File: src/rtl/spi_fault_pkg.sv
package spi_fault_pkg;

  localparam logic [1:0] ADDR_CTRL = 2'd0;
  localparam logic [1:0] ADDR_STAT = 2'd1;
  localparam logic [1:0] ADDR_DATA = 2'd2;

  // Status bit positions
  localparam int ST_DONE  = 0;
  localparam int ST_WCOL  = 1;
  localparam int ST_OVR   = 2;
  localparam int ST_MFLT  = 3;
  localparam int ST_MFDIS = 4;

  localparam int CTRL_W = 6;
  localparam int STAT_W = 5;

  // Strobes from control to datapath
  typedef struct packed {
    logic loadTx;
    logic sampleBit;
    logic shiftBit;
    logic commitRx;
  } dpStrobe_t;

endpackage

File: src/rtl/spi_fault_ctrl.sv
module spi_fault_ctrl
  import spi_fault_pkg::*;
#(
  parameter int DATA_W        = 8,
  parameter int DIV_BASE_LOG2 = 4
) (
  input  logic              clk,
  input  logic              rstN,
  input  logic [1:0]        regSel,
  input  logic              wrEn,
  input  logic [CTRL_W-1:0] wrLow,
  input  logic              globalIrqEn,
  input  logic              sclkIn,
  input  logic              ssIn,
  input  logic              mosiIn,
  input  logic              misoIn,
  output dpStrobe_t         strb,
  output logic              rxBit,
  output logic [CTRL_W-1:0] ctrlBits,
  output logic [STAT_W-1:0] statBits,
  output logic              sclkOut,
  output logic              sclkOe,
  output logic              ssOut,
  output logic              ssOe,
  output logic              mosiOe,
  output logic              misoOe,
  output logic              irq
);

  localparam int CNT_W = DIV_BASE_LOG2 + 2;
  localparam int BIT_W = $clog2(DATA_W + 1);

  logic [1:0]       rate;
  logic             masterBit, ssOutEn, irqEn, enBit, mfDis;
  logic             done, wcol, ovr, mfault;
  logic             mBusy, sclkLvl;
  logic [CNT_W-1:0] divCnt, halfLimit;
  logic [BIT_W-1:0] bitCnt;
  logic [1:0]       ssSync, mosiSync;
  logic [2:0]       sclkSync;

  logic ctrlWr, statWr, dataWr;
  logic selected, slvRise, slvFall, busyNow, mfDet;
  logic halfEnd, mRise, mFall, lastBit, mDone, sDone, xferDone;
  logic startOk, wcolEv, autoSs;

  always_comb halfLimit = CNT_W'((32'd1 << (DIV_BASE_LOG2 - 1 + int'(rate))) - 32'd1);

  assign ctrlWr = wrEn && (regSel == ADDR_CTRL);
  assign statWr = wrEn && (regSel == ADDR_STAT);
  assign dataWr = wrEn && (regSel == ADDR_DATA);

  // Slave side: synchronised pins and edge detection
  assign selected = enBit && !masterBit && !ssSync[1];
  assign slvRise  = selected && sclkSync[1] && !sclkSync[2];
  assign slvFall  = selected && !sclkSync[1] && sclkSync[2];

  assign busyNow = masterBit ? mBusy : (selected && (bitCnt != '0));
  assign mfDet   = enBit && masterBit && !mfDis && !ssSync[1];

  // Master side: half-period ticks
  assign halfEnd = mBusy && (divCnt == halfLimit);
  assign mRise   = halfEnd && !sclkLvl;
  assign mFall   = halfEnd && sclkLvl;
  assign lastBit = (bitCnt == BIT_W'(DATA_W));
  assign mDone   = mFall && lastBit;
  assign sDone   = slvRise && (bitCnt == BIT_W'(DATA_W - 1));
  assign xferDone = (mDone || sDone) && !mfDet;

  assign startOk = dataWr && enBit && !done && !busyNow;
  assign wcolEv  = dataWr && enBit && !done && busyNow;

  always_comb begin
    strb.loadTx    = startOk;
    strb.sampleBit = (mRise || slvRise) && !mfDet;
    strb.shiftBit  = ((mFall && !lastBit) || slvFall) && !mfDet;
    strb.commitRx  = xferDone && !done;
  end

  assign rxBit = masterBit ? misoIn : mosiSync[1];

  always_ff @(posedge clk or negedge rstN) begin
    if (!rstN) begin
      rate      <= '0;
      masterBit <= 1'b0;
      ssOutEn   <= 1'b0;
      irqEn     <= 1'b0;
      enBit     <= 1'b0;
      mfDis     <= 1'b0;
      done      <= 1'b0;
      wcol      <= 1'b0;
      ovr       <= 1'b0;
      mfault    <= 1'b0;
      mBusy     <= 1'b0;
      sclkLvl   <= 1'b0;
      divCnt    <= '0;
      bitCnt    <= '0;
      ssSync    <= 2'b11;
      mosiSync  <= '0;
      sclkSync  <= '0;
    end else begin
      ssSync   <= {ssSync[0], ssIn};
      mosiSync <= {mosiSync[0], mosiIn};
      sclkSync <= {sclkSync[1:0], sclkIn};

      if (ctrlWr) {enBit, irqEn, ssOutEn, masterBit, rate} <= wrLow;

      if (statWr) begin
        mfDis <= wrLow[ST_MFDIS];
        if (wrLow[ST_DONE]) done   <= 1'b0;
        if (wrLow[ST_WCOL]) wcol   <= 1'b0;
        if (wrLow[ST_OVR])  ovr    <= 1'b0;
        if (wrLow[ST_MFLT]) mfault <= 1'b0;
      end

      // Hardware set wins over a same-cycle software clear
      if (wcolEv) wcol <= 1'b1;
      if (xferDone) begin
        if (done) ovr  <= 1'b1;
        else      done <= 1'b1;
      end

      // Master sequencing
      if (startOk && masterBit) begin
        mBusy   <= 1'b1;
        divCnt  <= '0;
        sclkLvl <= 1'b0;
        bitCnt  <= '0;
      end else if (mBusy) begin
        if (halfEnd) begin
          divCnt  <= '0;
          sclkLvl <= !sclkLvl;
          if (mRise) bitCnt <= bitCnt + 1'b1;
          if (mDone) begin
            mBusy  <= 1'b0;
            bitCnt <= '0;
          end
        end else begin
          divCnt <= divCnt + 1'b1;
        end
      end

      // Slave bit counting
      if (!masterBit) begin
        if (!selected)    bitCnt <= '0;
        else if (slvRise) bitCnt <= sDone ? '0 : bitCnt + 1'b1;
      end

      if (!enBit) begin
        mBusy   <= 1'b0;
        sclkLvl <= 1'b0;
      end

      // Mode fault: drop to slave, stop the clock
      if (mfDet) begin
        mfault    <= 1'b1;
        masterBit <= 1'b0;
        mBusy     <= 1'b0;
        sclkLvl   <= 1'b0;
        bitCnt    <= '0;
        divCnt    <= '0;
      end
    end
  end

  assign autoSs   = masterBit && mfDis && ssOutEn;
  assign ctrlBits = {enBit, irqEn, ssOutEn, masterBit, rate};
  assign statBits = {mfDis, mfault, ovr, wcol, done};
  assign sclkOut  = sclkLvl;
  assign sclkOe   = enBit && masterBit;
  assign ssOe     = autoSs;
  assign ssOut    = !(autoSs && mBusy);
  assign mosiOe   = enBit && masterBit;
  assign misoOe   = selected;
  assign irq      = globalIrqEn && irqEn && (done || ovr || mfault);

  // the serial clock level only moves at half-period ends
  p_sclk_hold_r2: assert property (@(posedge clk) disable iff (!rstN)
    (mBusy && !halfEnd && !mfDet && enBit && !dataWr) |=> $stable(sclkOut));

  // the automatic select is low whenever the clock is high
  p_ss_low_clocking_r4: assert property (@(posedge clk) disable iff (!rstN)
    (ssOe && sclkOut) |-> !ssOut);

  // done stays set unless software clears it
  p_done_sticky_r6: assert property (@(posedge clk) disable iff (!rstN)
    (done && !(statWr && wrLow[ST_DONE])) |=> done);

  // a write while done is set starts nothing
  p_blocked_write_r7: assert property (@(posedge clk) disable iff (!rstN)
    (dataWr && done && !mBusy) |=> !mBusy);

  // a write while busy raises the collision flag
  p_wcol_set_r8: assert property (@(posedge clk) disable iff (!rstN)
    (dataWr && enBit && busyNow && !done) |=> wcol);

  // a fault leaves the port out of master mode
  p_mfault_master_r10: assert property (@(posedge clk) disable iff (!rstN)
    $rose(mfault) |-> (!masterBit && !sclkOe));

endmodule

File: src/rtl/spi_fault_dp.sv
module spi_fault_dp
  import spi_fault_pkg::*;
#(
  parameter int DATA_W = 8
) (
  input  logic              clk,
  input  logic              rstN,
  input  dpStrobe_t         strb,
  input  logic              rxBit,
  input  logic [DATA_W-1:0] wrData,
  output logic              txBit,
  output logic [DATA_W-1:0] rxBuf
);

  logic [DATA_W-1:0] txShift, rxShift, rxNext;

  assign rxNext = strb.sampleBit ? {rxShift[DATA_W-2:0], rxBit} : rxShift;
  assign txBit  = txShift[DATA_W-1];

  always_ff @(posedge clk or negedge rstN) begin
    if (!rstN) begin
      txShift <= '0;
      rxShift <= '0;
      rxBuf   <= '0;
    end else begin
      if (strb.loadTx)        txShift <= wrData;
      else if (strb.shiftBit) txShift <= {txShift[DATA_W-2:0], 1'b0};
      rxShift <= rxNext;
      if (strb.commitRx) rxBuf <= rxNext;
    end
  end

  // the outgoing bit holds unless a load or shift is requested
  p_tx_hold_r3: assert property (@(posedge clk) disable iff (!rstN)
    (!strb.loadTx && !strb.shiftBit) |=> $stable(txBit));

endmodule

File: src/rtl/spi_fault_port.sv
module spi_fault_port
  import spi_fault_pkg::*;
#(
  parameter int DATA_W        = 8,
  parameter int DIV_BASE_LOG2 = 4
) (
  input  logic              clk,
  input  logic              rstN,
  input  logic [1:0]        regSel,
  input  logic              wrEn,
  input  logic [DATA_W-1:0] wrData,
  output logic [DATA_W-1:0] rdData,
  input  logic              globalIrqEn,
  output logic              irq,
  input  logic              sclkIn,
  output logic              sclkOut,
  output logic              sclkOe,
  input  logic              ssIn,
  output logic              ssOut,
  output logic              ssOe,
  input  logic              mosiIn,
  output logic              mosiOut,
  output logic              mosiOe,
  input  logic              misoIn,
  output logic              misoOut,
  output logic              misoOe
);

  dpStrobe_t         strb;
  logic              rxBit, txBit;
  logic [CTRL_W-1:0] ctrlBits;
  logic [STAT_W-1:0] statBits;
  logic [DATA_W-1:0] rxBuf;

  spi_fault_ctrl #(.DATA_W(DATA_W), .DIV_BASE_LOG2(DIV_BASE_LOG2)) u_ctrl (
    .clk(clk), .rstN(rstN), .regSel(regSel), .wrEn(wrEn),
    .wrLow(wrData[CTRL_W-1:0]), .globalIrqEn(globalIrqEn),
    .sclkIn(sclkIn), .ssIn(ssIn), .mosiIn(mosiIn), .misoIn(misoIn),
    .strb(strb), .rxBit(rxBit), .ctrlBits(ctrlBits), .statBits(statBits),
    .sclkOut(sclkOut), .sclkOe(sclkOe), .ssOut(ssOut), .ssOe(ssOe),
    .mosiOe(mosiOe), .misoOe(misoOe), .irq(irq)
  );

  spi_fault_dp #(.DATA_W(DATA_W)) u_dp (
    .clk(clk), .rstN(rstN), .strb(strb), .rxBit(rxBit),
    .wrData(wrData), .txBit(txBit), .rxBuf(rxBuf)
  );

  assign mosiOut = txBit;
  assign misoOut = txBit;

  always_comb begin
    unique case (regSel)
      ADDR_CTRL: rdData = DATA_W'(ctrlBits);
      ADDR_STAT: rdData = DATA_W'(statBits);
      ADDR_DATA: rdData = rxBuf;
      default:   rdData = '0;
    endcase
  end

  // when overrun is raised the read buffer was not overwritten
  p_ovr_keeps_buf_r9: assert property (@(posedge clk) disable iff (!rstN)
    $rose(statBits[ST_OVR]) |-> $stable(rxBuf));

endmodule

File: config.mk
export PLATFORM = sky130hd
export DESIGN_NAME = spi_fault_port
export DESIGN_NICKNAME = d
export VERILOG_FILES = /design/src/rtl/spi_fault_pkg.sv /design/src/rtl/spi_fault_ctrl.sv /design/src/rtl/spi_fault_dp.sv /design/src/rtl/spi_fault_port.sv
export SDC_FILE = /design/constraint.sdc
export NUM_CORES = 1
export LEC_CHECK = 0
export BUFFER_PORTS_ARGS = -buffer_cell sky130_fd_sc_hd__buf_2
export CAP_MARGIN = 40
export CORE_MARGIN = 8
export CORE_UTILIZATION = 30
export CTS_BUF_LIST = sky130_fd_sc_hd__clkbuf_16
export CTS_CLUSTER_DIAMETER = 100
export DETAILED_ROUTE_END_ITERATION = 6
export PLACE_DENSITY = 0.58
export SLEW_MARGIN = 20
export SYNTH_ARGS = -nofsm -noshare
export SYNTH_HDL_FRONTEND = slang
export SYNTH_SLANG_ARGS = --single-unit
File: constraint.sdc
create_clock -name clk -period 2.57 [get_ports clk]
set_input_delay 0.1285 -clock clk [delete_from_list [all_inputs] [get_ports clk]]
set_output_delay 0.1285 -clock clk [all_outputs]
set_load 0.02 [all_outputs]
==> flow_summary_export.csv, run 1 <==
group,metric,value,unit
grt,first_pass_grt_wire_length,12000,um
grt,maximum_number_of_pins_on_one_net_before_global_route_repair,27,
logic_synthesis,mappedNetlistArea,0.00288,sq mm
critical_path,max_stage_delay,0.58,ns
final_layout,utilization,37.5,%
timing,worstMarginPinSlew,0.531,ns
routing,drc,0,
logic_synthesis,synthesis.area_per_instance,10.1,sq um
timing,period_minus_slack,2.25,ns
routing,detailedRoute.firstIterationViolations,119,
placement,place_congestion,0.794,
routing,totalWireLength,7260,um
power_and_ir_drop,share_comb_of_total_power,26.6,%
critical_path,cpLargestDelayFamily,"simple AND/OR/NAND/NOR gates",
routing,dr_total_vias,2346,
power_and_ir_drop,power.share.clock,28.8,%
logic_synthesis,yosys.area.top_type,"sky130_fd_sc_hd__dfrtp_1",
logic_synthesis,synth.yosys.seq_area_share,47.1,%
clocking,tritoncts_clock_tree,"done",
worst_hold_path,hold_class,"in -> reg",
timing,timing.max_slew.rel_slack,64.5,%
critical_path,path_cells,"xor2_1 > or4_1 > nor3_1 > or2_0 > buf_4 > mux2_2",
power_and_ir_drop,power.density_cell_area,765,mW/mm^2
logic_synthesis,post_synth_most_frequent_cells,"sky130_fd_sc_hd__dfrtp_1 (52), sky130_fd_sc_hd__nand2_1 (30), sky130_fd_sc_hd__o21ai_0 (18)",
floorplan,core_region_area,0.00928,sq mm
job,max_cap_viol_count,0,
timing,finalSetupViolations,0,
final_layout,post_route_cells_drive_above_1_share,24.0,%
final_layout,antennaDiodeCount,0,
timing,finalMaxSlewViolations,0,
timing,period_share,87.7,%
power_and_ir_drop,internal_power,1.80,mW
floorplan,die_w,114,um
logic_synthesis,synthMostInstantiatedCell,"sky130_fd_sc_hd__dfrtp_1",
floorplan,die_y,114,um
logic_synthesis,synth_cell_type_count,56,
timing,worst_hold_slack,0.0814,ns
power_and_ir_drop,sequentialPowerShare,44.6,%
power_and_ir_drop,switching_share,32.3,%
clocking,post_cts_resized,0,
critical_path,critical_path_class,"reg -> reg",
floorplan,floorplan.io_pins,35,
floorplan,die-area,0.0130,sq mm
grt,grt_usage,11.5,%
logic_synthesis,synth_enable_flop_cells,0,
timing,achievable-frequency,0.444,GHz
final_layout,layout-area-overhead-vs-synth,21.0,%
timing,timing_hold_violations_final,0,
clocking,cts_made_buffers,5,
power_and_ir_drop,power.leakage,1.55,nW
critical_path,crit_fanout,9,
timing,fin_worst_skew,0.00601,ns
power_and_ir_drop,ir_drop,0.361,mV
critical_path,worst_ep_required,2.75,ns
critical_path,cp_slowest_cell,"sky130_fd_sc_hd__or4_1",
timing,final.setup.tns,0,ns
routing,vias_per_cell,5.07,
critical_path,critPathCaptureType,"flop",
timing,grt_setup_unrepaired,"false",
routing,number_of_nets_with_antenna_violations_after_routing,0,
logic_synthesis,ys_async_rst_share,100,%
logic_synthesis,post_synth_main_area_contributors,"sky130_fd_sc_hd__dfrtp_1 (45%), sky130_fd_sc_hd__nand2_1 (3.9%), sky130_fd_sc_hd__o21ai_0 (3.1%)",
critical_path,cp.buffers_inverters,1,
clocking,worstSkewPairLatency,0.29,ns
floorplan,rows,35,
clocking,cts_htree_levels,2,
clocking,cts_root_buf,"sky130_fd_sc_hd__clkbuf_16",
routing,drt_first_pass_iters,4,
power_and_ir_drop,power_switching,0.859,mW
clocking,clockBufferDepth,2,
floorplan,floorplan.initialDensity,31.0,%
grt,antenna_found_initial,0,
logic_synthesis,synthesis.yosys.warnings,0,
logic_synthesis,synth_top_area_share,45.3,%
clocking,clock_sink_count,54,
final_layout,finish.net_count,355,
critical_path,arrival,2.43,ns
logic_synthesis,synthesis.instances,286,
logic_synthesis,synthFlopType,"sky130_fd_sc_hd__dfrtp_1",
grt,via_count_of_the_first_global_routing_pass,2346,
placement,count_of_buffers_from_port_buffering,34,
clocking,worst_setup_hold_path_clk_slew,0.07,ns
outcome,outcome,"complete, no violations",
logic_synthesis,ys_seq_elements,54,
routing,route.detailed.wl_per_inst,15.7,um
placement,place.detailed.hpwl,5460,um
grt,globalRoute.totalOverflow,0,
critical_path,worst_setup_path_start_kind,"flop",
[worst reg2reg max path, stage by stage, from the launching register on]
cell and delay (ns):
sky130_fd_sc_hd__dfrtp_1 0.44, sky130_fd_sc_hd__xor2_1 0.20, sky130_fd_sc_hd__or4_1 0.58, sky130_fd_sc_hd__nor3_1 0.26
sky130_fd_sc_hd__or2_0 0.15, sky130_fd_sc_hd__buf_4 0.17, sky130_fd_sc_hd__mux2_2 0.34
[logic make-up after synthesis]
logic type	after synthesis	synth area share, %
AOI/OAI and AO/OA	70	16.8
xor gates and xnor gates	8	2.44
adders and majority gates	4	1.74
buffers and inverters	27	4.18
DFF	54	47.1
muxes	21	7.88
other	1	0.130
and+or+nand+nor	101	19.7
[state kept, by name (all words and copies together) (netlist names), 2 cells and up]
name,cells
u_ctrl.divCnt,6
u_dp.rxBuf,8
u_ctrl.sclkSync,3
u_ctrl.bitCnt,4
u_ctrl.ssSync,2
u_ctrl.mosiSync,2
u_dp.rxShift,8
u_ctrl.rate,2
u_dp.txShift,8
[power groups by stage]
stage	clock [mW]	combinational [mW]	sequential, mW
floorplan	0	0.504	1.16
global placement	0	0.696	1.19
detailed placement	0	0.705	1.20
CTS	0.780	0.713	1.19
global route	0.812	0.782	1.21
finish	0.767	0.707	1.19
[routing by layer]
metal	global-route usage, %	part of all wire, %
met1	15.0	49
met5	0	0
met4	4.17	1.5
met2	18.3	46
met3	2.11	3.4
[per-stage QoR]
stage	setup WS (ns)	cell area, sq um	instances	power [mW]
after floorplan	0.399	2880	287	1.67
after global placement	0.353	3250	450	1.89
after detailed placement	0.322	3270	451	1.90
after CTS	0.299	3480	463	2.68
after global routing	0.152	3480	463	2.81
final	0.316	3480	463	2.66
[area by class of cell]
| type | instances | area (sq um) |
|---|---|---|
| Clock buffer | 5 | 125 |
| Timing Repair Buffer | 55 | 350 |
| Clock inverter | 3 | 41.3 |
| Tap cell | 129 | 161 |
| Fill cell | 978 | 5810 |
| Sequential cell | 54 | 1350 |
| Multi-Input combinational cell | 206 | 1410 |
| Inverter | 11 | 41.3 |
[cells in the final DEF, fill, tap and decap left out, types with 8 or more instances in the layout]
cell type / instances
sky130_fd_sc_hd__a21oi_1: 8
sky130_fd_sc_hd__inv_1: 12
sky130_fd_sc_hd__mux2i_1: 8
sky130_fd_sc_hd__nand2_1: 30
sky130_fd_sc_hd__nor2_1: 12
sky130_fd_sc_hd__a31oi_1: 9
sky130_fd_sc_hd__buf_2: 34
sky130_fd_sc_hd__buf_4: 16
sky130_fd_sc_hd__o211ai_1: 10
sky130_fd_sc_hd__dfrtp_1: 52
sky130_fd_sc_hd__o21ai_0: 18
[timing repair]
| item | in CTS | in global routing |
|---|---|---|
| hold buffers | 4 | 0 |
| setup buffers | 0 | 0 |
| endpoints found under the hold margin | 18 | 0 |
[path summary, 6_finish.rpt]
| check | endpoint | depth (start not counted) | from | slack [ns] |
|---|---|---|---|---|
| setup / recovery | u_dp.rxBuf[2] | 6 | u_ctrl.rate[1] | 0.32 |
| min in group asynchronous | u_ctrl.bitCnt[3] | 2 | rstN | 0.30 |
| hold reg to reg | u_ctrl.sclkSync[1] | 0 | u_ctrl.sclkSync[0] | 0.35 |
| max in group asynchronous | u_dp.txShift[4] | 4 | rstN | 1.61 |
| setup reg to reg | u_dp.rxBuf[2] | 6 | u_ctrl.rate[1] | 0.32 |
| hold / removal | u_dp.txShift[7] | 3 | wrData[7] | 0.08 |
No activity file was read; power rests on OpenSTA's default activity.
==> run 2: changes to the inputs <==
--- a/config.mk
+++ b/config.mk
@@ -12,7 +12,8 @@
 export CTS_BUF_LIST = sky130_fd_sc_hd__clkbuf_16
 export CTS_CLUSTER_DIAMETER = 100
 export DETAILED_ROUTE_END_ITERATION = 6
-export PLACE_DENSITY = 0.58
+export MAX_ROUTING_LAYER = met4
+export PLACE_DENSITY = 0.59
 export SLEW_MARGIN = 20
 export SYNTH_ARGS = -nofsm -noshare
 export SYNTH_HDL_FRONTEND = slang
==> constraint.sdc (replaced) <==
create_clock -name clk -period 2 [get_ports clk]
set_input_delay 0.1 -clock clk [delete_from_list [all_inputs] [get_ports clk]]
set_output_delay 0.1 -clock clk [all_outputs]
set_load 0.02 [all_outputs]
==> run 2 against run 1 <==
Against the previous run: largest power group unchanged; critical path depth unchanged; sequential share of layout area down 4.7 points; critical endpoint unchanged; count of clock-buffer cells in the layout stayed put; clock power increased by 11%; first-iteration DRC count up 13%; worst setup slack worse by 0.40 ns; the flow now finishes with violations (setup timing).
==> flow_summary_export.csv, run 2 (synthesized netlist as in run 1, its figures left out) <==
group,metric,value,unit
outcome,outcome,"finished with violations",
outcome,violations,"setup timing",
timing,fin_ws,-0.0826,ns
job,max_cap_viol_count,0,
floorplan,die-area,0.0130,sq mm
grt,via_count_of_the_first_global_routing_pass,2554,
worst_hold_path,hold_class,"in -> reg",
critical_path,max_stage_delay,0.57,ns
final_layout,utilization,42.6,%
grt,antenna_found_initial,0,
floorplan,floorplan.io_pins,35,
critical_path,arrival,2.26,ns
timing,fin_worst_skew,0.00707,ns
critical_path,cpLargestDelayFamily,"simple AND/OR/NAND/NOR gates",
clocking,worstSkewPairLatency,0.29,ns
clocking,cts_made_buffers,5,
grt,maximum_number_of_pins_on_one_net_before_global_route_repair,30,
floorplan,rows,35,
power_and_ir_drop,share_comb_of_total_power,32.9,%
power_and_ir_drop,power_switching,1.19,mW
final_layout,layout-area-overhead-vs-synth,37.7,%
critical_path,critical_path_source,"u_ctrl.rate[1]",
timing,worstMarginPinSlew,0.662,ns
placement,placed_area,0.00346,sq mm
power_and_ir_drop,switching_share,33.6,%
floorplan,die_w,114,um
final_layout,instances_no_fill,495,
clocking,cts_root_buf,"sky130_fd_sc_hd__clkbuf_16",
final_layout,finish.net_count,387,
timing,period_minus_slack,2.08,ns
critical_path,setup.reg_to_reg.worst_slack,-0.08,ns
placement,place_congestion,0.815,
power_and_ir_drop,ir_drop,0.480,mV
timing,grt_setup_unrepaired,"true",
power_and_ir_drop,power.density_cell_area,894,mW/mm^2
placement,count_of_buffers_from_port_buffering,34,
routing,totalWireLength,7980,um
final_layout,mostFrequentLayoutCell,"sky130_fd_sc_hd__dfrtp_1",
timing,timing.max_slew.rel_slack,55.8,%
routing,detailedRoute.firstIterationViolations,135,
critical_path,critical_path_class,"reg -> reg",
final_layout,most_frequent_cells_in_the_layout,"sky130_fd_sc_hd__dfrtp_1 (50), sky130_fd_sc_hd__buf_4 (38), sky130_fd_sc_hd__buf_2 (34)",
placement,placed_cells_incl_taps,472,
final_layout,largestRegisters,"u_dp.rxBuf: 8 flops, u_dp.rxShift: 8 flops, u_dp.txShift: 8 flops",
critical_path,critical_path.reg2reg.endpoint,"u_dp.rxBuf[2]",
clocking,clock_sink_count,54,
timing,achievable-frequency,0.480,GHz
routing,drc,0,
final_layout,finish.instance_area,0.00396,sq mm
placement,place.detailed.hpwl,5650,um
critical_path,critPathCaptureType,"flop",
critical_path,worst_flop_to_flop_path_startpoint,"u_ctrl.rate[1]",
timing,finalMaxSlewViolations,0,
clocking,cts_htree_levels,2,
critical_path,worst_ep_required,2.18,ns
final_layout,antennaDiodeCount,0,
final_layout,post_route_cells_drive_above_1_share,39.9,%
routing,route.detailed.wl_per_inst,16.1,um
floorplan,floorplan.initialDensity,31.0,%
power_and_ir_drop,sequentialPowerShare,43.0,%
critical_path,r2r.worst_path.cells,6,
critical_path,cp_slowest_cell,"sky130_fd_sc_hd__or4_4",
routing,drt_first_pass_iters,4,
critical_path,cp.buffers_inverters,1,
floorplan,core_region_area,0.00928,sq mm
clocking,worst_setup_hold_path_clk_slew,0.07,ns
routing,dr_total_vias,2468,
timing,period_share,104,%
timing,finalSetupViolations,17,
critical_path,worst_setup_path_start_kind,"flop",
critical_path,critical_path_cell_count,6,
floorplan,die_y,114,um
power_and_ir_drop,power.leakage,1.80,nW
critical_path,capturing_element_of_the_worst_setup_path,"u_dp.rxBuf[2]",
timing,final.setup.tns,-1.02,ns
power_and_ir_drop,power.share.clock,24.2,%
grt,globalRoute.totalOverflow,0,
clocking,clockBufferDepth,2,
grt,first_pass_grt_wire_length,12900,um
routing,vias_per_cell,4.99,
clocking,tritoncts_clock_tree,"done",
routing,number_of_nets_with_antenna_violations_after_routing,0,
critical_path,crit_fanout,5,
critical_path,path_cells,"xor2_2 > or4_4 > nor3_4 > or2_4 > buf_6 > mux2_4",
power_and_ir_drop,internal_power,2.35,mW
grt,grt_usage,12.6,%
timing,timing_hold_violations_final,0,
run 2: worst min-delay path by stage:
stage | slack [ns] | to | cells past startpoint | startpoint
after floorplan | -0.20 | u_ctrl.bitCnt[0] | 0 | rstN
final | 0.05 | u_dp.txShift[7] | 3 | wrData[7]
after CTS | 0.05 | u_dp.txShift[7] | 3 | wrData[7]
after global placement | 0.17 | u_ctrl.mosiSync[0] | 1 | rstN
after detailed placement | 0.17 | u_ctrl.mosiSync[0] | 1 | rstN
after global routing | 0.06 | u_dp.txShift[7] | 3 | wrData[7]
run 2: worst register-to-register path, cell delays in order, from the launching register on:
cell and delay, ns:
sky130_fd_sc_hd__dfrtp_2 0.45, sky130_fd_sc_hd__xor2_2 0.18, sky130_fd_sc_hd__or4_4 0.57, sky130_fd_sc_hd__nor3_4 0.19, sky130_fd_sc_hd__or2_4 0.16, sky130_fd_sc_hd__buf_6 0.12, sky130_fd_sc_hd__mux2_4 0.30
run 2: cell type report:
| class | count | area, sq um |
|---|---|---|
| clock buffer | 5 | 125 |
| sequential | 54 | 1360 |
| tap | 129 | 161 |
| fill | 936 | 5330 |
| multi-input combinational | 207 | 1630 |
| inverter | 11 | 41.3 |
| timing repair buffer | 86 | 631 |
| clock inverter | 3 | 17.5 |
run 2: what timing repair did:
action                                  in CTS  in global routing
buffers inserted                             8                  1
hold endpoints to repair                    29                  0
pin swaps                                    4                 16
endpoints found under the setup margin      16                 21
resized for setup                           16                 34
cloned                                       2                  0
hold buffers                                 4                  0
run 2: power by group through the flow:
| stage | sequential [mW] | clock (mW) | combinational, mW |
|---|---|---|---|
| CTS | 1.49 | 0.883 | 1.07 |
| floorplan | 1.50 | 0 | 0.658 |
| finish | 1.52 | 0.855 | 1.16 |
| global placement | 1.50 | 0 | 1.03 |
| global route | 1.55 | 0.913 | 1.28 |
| detailed placement | 1.51 | 0 | 1.04 |
run 2: layer usage:
metal | wire length [um] | global-route usage, %
met1 | 3720 | 15.7
met2 | 3930 | 20.4
met3 | 221 | 2.22
met4 | 104 | 3.90
met5 | 0 | -
run 2: stage by stage:
step | power [mW] | hold WS (ns) | setup WS, ns
after detailed placement | 2.55 | 0.173 | -0.103
after global placement | 2.53 | 0.174 | -0.0768
after floorplan | 2.15 | -0.196 | -0.00543
final | 3.54 | 0.0489 | -0.0826
after CTS | 3.45 | 0.0468 | -0.0858
after global routing | 3.75 | 0.0570 | -0.154
==> run 3: changes to the inputs <==
--- a/config.mk
+++ b/config.mk
@@ -5,6 +5,7 @@
 export SDC_FILE = /design/constraint.sdc
 export NUM_CORES = 1
 export LEC_CHECK = 0
+export ABC_AREA = 1
 export BUFFER_PORTS_ARGS = -buffer_cell sky130_fd_sc_hd__buf_2
 export CAP_MARGIN = 40
 export CORE_MARGIN = 8
==> run 3 against run 2 <==
Against the previous run: the flow now finishes without violations; via count up 5.1%; cell count up 14%; synthesized cell count up 36%; worst hold slack better by 0.047 ns; sequential power down 12%; clock skew up 0.0029 ns; routed wire length down 9.2%; sequential cell count unchanged; synthesized area up 1.4%; critical path depth down 2; power down 21%; critical endpoint is now ssOut; highest routed layer unchanged.
==> flow_summary_export.csv, run 3 <==
group,metric,value,unit
final_layout,post_route_cells_drive_above_1_share,16.6,%
routing,number_of_nets_with_antenna_violations_after_routing,0,
floorplan,floorplan.initialDensity,30.4,%
grt,grt_usage,12.1,%
power_and_ir_drop,power_switching,0.885,mW
floorplan,floorplan.io_pins,35,
critical_path,setup.reg_to_reg.worst_slack,0.24,ns
timing,timing_hold_violations_final,0,
job,max_cap_viol_count,0,
grt,via_count_of_the_first_global_routing_pass,2612,
critical_path,worst_ep_required,1.90,ns
timing,achievable-frequency,0.548,GHz
placement,count_of_buffers_from_port_buffering,34,
placement,place_congestion,0.894,
logic_synthesis,synth_top_family_by_area,"simple AND/OR/NAND/NOR gates",
final_layout,mostFrequentLayoutCell,"sky130_fd_sc_hd__nand2_1",
final_layout,most_frequent_cells_in_the_layout,"sky130_fd_sc_hd__nand2_1 (136), sky130_fd_sc_hd__dfrtp_1 (52), sky130_fd_sc_hd__inv_1 (47)",
final_layout,antennaDiodeCount,0,
power_and_ir_drop,switching_share,31.8,%
logic_synthesis,post_synth_most_frequent_cells,"sky130_fd_sc_hd__nand2_1 (137), sky130_fd_sc_hd__dfrtp_1 (52), sky130_fd_sc_hd__inv_1 (48)",
timing,finalSetupViolations,0,
power_and_ir_drop,power.density_cell_area,809,mW/mm^2
clocking,cts_root_buf,"sky130_fd_sc_hd__clkbuf_16",
critical_path,critical_path.reg2reg.endpoint,"u_dp.rxBuf[3]",
clocking,clockBufferDepth,2,
logic_synthesis,synthesis.yosys.warnings,0,
logic_synthesis,post_synth_main_area_contributors,"sky130_fd_sc_hd__dfrtp_1 (45%), sky130_fd_sc_hd__nand2_1 (18%), sky130_fd_sc_hd__inv_1 (6.2%)",
routing,dr_total_vias,2593,
logic_synthesis,ys_async_rst_share,100,%
logic_synthesis,synth_enable_flop_cells,0,
outcome,outcome,"complete, no violations",
clocking,cts_htree_levels,2,
timing,final.setup.tns,0,ns
logic_synthesis,synth-adder-area-share,1.72,%
floorplan,die-area,0.0131,sq mm
logic_synthesis,synthFlopType,"sky130_fd_sc_hd__dfrtp_1",
routing,route.detailed.wl_per_inst,12.8,um
routing,detailedRoute.firstIterationViolations,128,
placement,place.detailed.hpwl,5410,um
logic_synthesis,synth_top_area_share,44.6,%
logic_synthesis,ys_seq_elements,54,
logic_synthesis,synth_compound_gate_area_share,7.51,%
routing,totalWireLength,7240,um
logic_synthesis,yosys.area.top_type,"sky130_fd_sc_hd__dfrtp_1",
power_and_ir_drop,fin_total_pwr,2.78,mW
critical_path,capturing_element_of_the_worst_setup_path,"ssOut",
power_and_ir_drop,share_comb_of_total_power,20.3,%
logic_synthesis,multiplexer_share_of_the_synthesized_area,0,%
floorplan,core_region_area,0.00959,sq mm
logic_synthesis,synthesis.area_per_instance,7.52,sq um
critical_path,critical_path_source,"u_ctrl.masterBit",
critical_path,crit_fanout,6,
critical_path,arrival,1.72,ns
critical_path,worst_setup_path_start_kind,"flop",
logic_synthesis,synthMostInstantiatedCell,"sky130_fd_sc_hd__nand2_1",
clocking,worstSkewPairLatency,0.29,ns
grt,maximum_number_of_pins_on_one_net_before_global_route_repair,55,
critical_path,critical_path_class,"reg -> out",
timing,period_share,91.2,%
critical_path,worst_flop_to_flop_path_startpoint,"u_ctrl.enBit",
power_and_ir_drop,power.leakage,1.85,nW
power_and_ir_drop,ir_drop,0.454,mV
clocking,tritoncts_clock_tree,"done",
final_layout,nFillCells,1013,
routing,vias_per_cell,4.58,
timing,timing.max_slew.rel_slack,53.9,%
logic_synthesis,synth.yosys.seq_area_share,46.4,%
timing,grt_setup_unrepaired,"false",
worst_hold_path,hold_class,"in -> reg",
floorplan,die_y,115,um
timing,finalMaxSlewViolations,0,
final_layout,finish.net_count,454,
floorplan,die_w,115,um
routing,drt_first_pass_iters,4,
power_and_ir_drop,internal_power,1.90,mW
logic_synthesis,yosys.area_share.xor_xnor,1.20,%
timing,worstMarginPinSlew,0.691,ns
power_and_ir_drop,power.share.clock,31.3,%
logic_synthesis,synthesis.instances,388,
final_layout,layout-area-overhead-vs-synth,18.0,%
clocking,worst_setup_hold_path_clk_slew,0.07,ns
clocking,cts_made_buffers,5,
logic_synthesis,yosys.area_share.simple,35.1,%
logic_synthesis,synth_cell_type_count,32,
clocking,cts_setup_buffers,0,
floorplan,rows,36,
timing,fin_worst_skew,0.00995,ns
grt,antenna_found_initial,0,
critical_path,r2r.worst_path.cells,9,
power_and_ir_drop,sequentialPowerShare,48.3,%
grt,globalRoute.totalOverflow,0,
critical_path,critPathCaptureType,"primary output",
routing,drc,0,
grt,first_pass_grt_wire_length,12500,um
clocking,clock_sink_count,54,
logic_synthesis,mappedNetlistArea,0.00292,sq mm
final_layout,largestRegisters,"u_dp.rxBuf: 8 flops, u_dp.rxShift: 8 flops, u_dp.txShift: 8 flops",
timing,period_minus_slack,1.82,ns
-- run 3: cells by family (layout without fill, tap and decap cells) --
logic type                 count (synthesis)  after routing
AOI/OAI and AO/OA                         40             40
xor gates and xnor gates                   4              4
adders and majority gates                  4              4
buffers and inverters                     58            102
DFF                                       54             54
other                                      1              2
and+or+nand+nor                          227            227
-- run 3: worst min-delay path by stage --
stage	start	endpoint	slack, ns	cells after the start
after CTS	wrData[7]	u_dp.txShift[7]	0.1	5
after floorplan	rstN	u_ctrl.bitCnt[0]	-0.20	0
after global routing	wrData[5]	u_ctrl.enBit	0.12	3
after global placement	ssIn	u_ctrl.ssSync[0]	0.20	1
after detailed placement	ssIn	u_ctrl.ssSync[0]	0.21	1
final	wrData[6]	u_dp.txShift[6]	0.1	5
-- run 3: cell type report --
| cell class | count | area [sq um] | area share, % |
|---|---|---|---|
| inverters | 51 | 191 | 5.56 |
| flip-flops and latches | 54 | 1350 | 39.3 |
| well taps | 133 | 166 | 4.83 |
| clock inverters | 3 | 18.8 | 0.545 |
| clock buffers | 5 | 125 | 3.64 |
| repair buffers | 43 | 248 | 7.20 |
| multi-input cells | 277 | 1340 | 38.9 |
-- run 3: metrics by stage --
step	hold slack [ns]	utilization, %	cell area [sq um]	instances	setup WS [ns]
after floorplan	-0.196	-	2920	389	0.352
after global placement	0.205	33.9	3260	554	0.154
after detailed placement	0.208	33.9	3260	554	0.149
after CTS	0.0986	35.9	3440	566	0.140
after global routing	0.121	35.9	3440	566	0.0157
final	0.0957	35.9	3440	566	0.176
-- run 3: repair_timing --
| item | CTS | global route |
|---|---|---|
| hold buffers | 4 | 0 |
| resized for setup | 0 | 2 |
| hold endpoints to repair | 55 | 0 |
| endpoints found under the setup margin | 0 | 8 |
-- run 3: layer usage --
metal	global-route usage [%]	vias to the layer above	share of wire (%)
met1	16.2	1203	50
li1	-	1309	-
met2	17.8	70	45
met4	4.26	0	1.8
met5	-	-	0
met3	2.11	11	3.6
-- run 3: worst max-delay path, cell delays in order, from the launching register on --
cell and delay [ns]:
sky130_fd_sc_hd__dfrtp_1 0.46, sky130_fd_sc_hd__inv_1 0.20, sky130_fd_sc_hd__nor3_1 0.47, sky130_fd_sc_hd__nand2_1 0.11, sky130_fd_sc_hd__buf_2 0.19
-- run 3: power by group through the flow --
stage / registers, mW / clock network [mW] / logic [mW]
finish: 1.34 / 0.872 / 0.566
global route: 1.37 / 0.938 / 0.665
CTS: 1.34 / 0.892 / 0.573
detailed placement: 1.36 / 0 / 0.566
global placement: 1.36 / 0 / 0.553
floorplan: 1.34 / 0 / 0.410
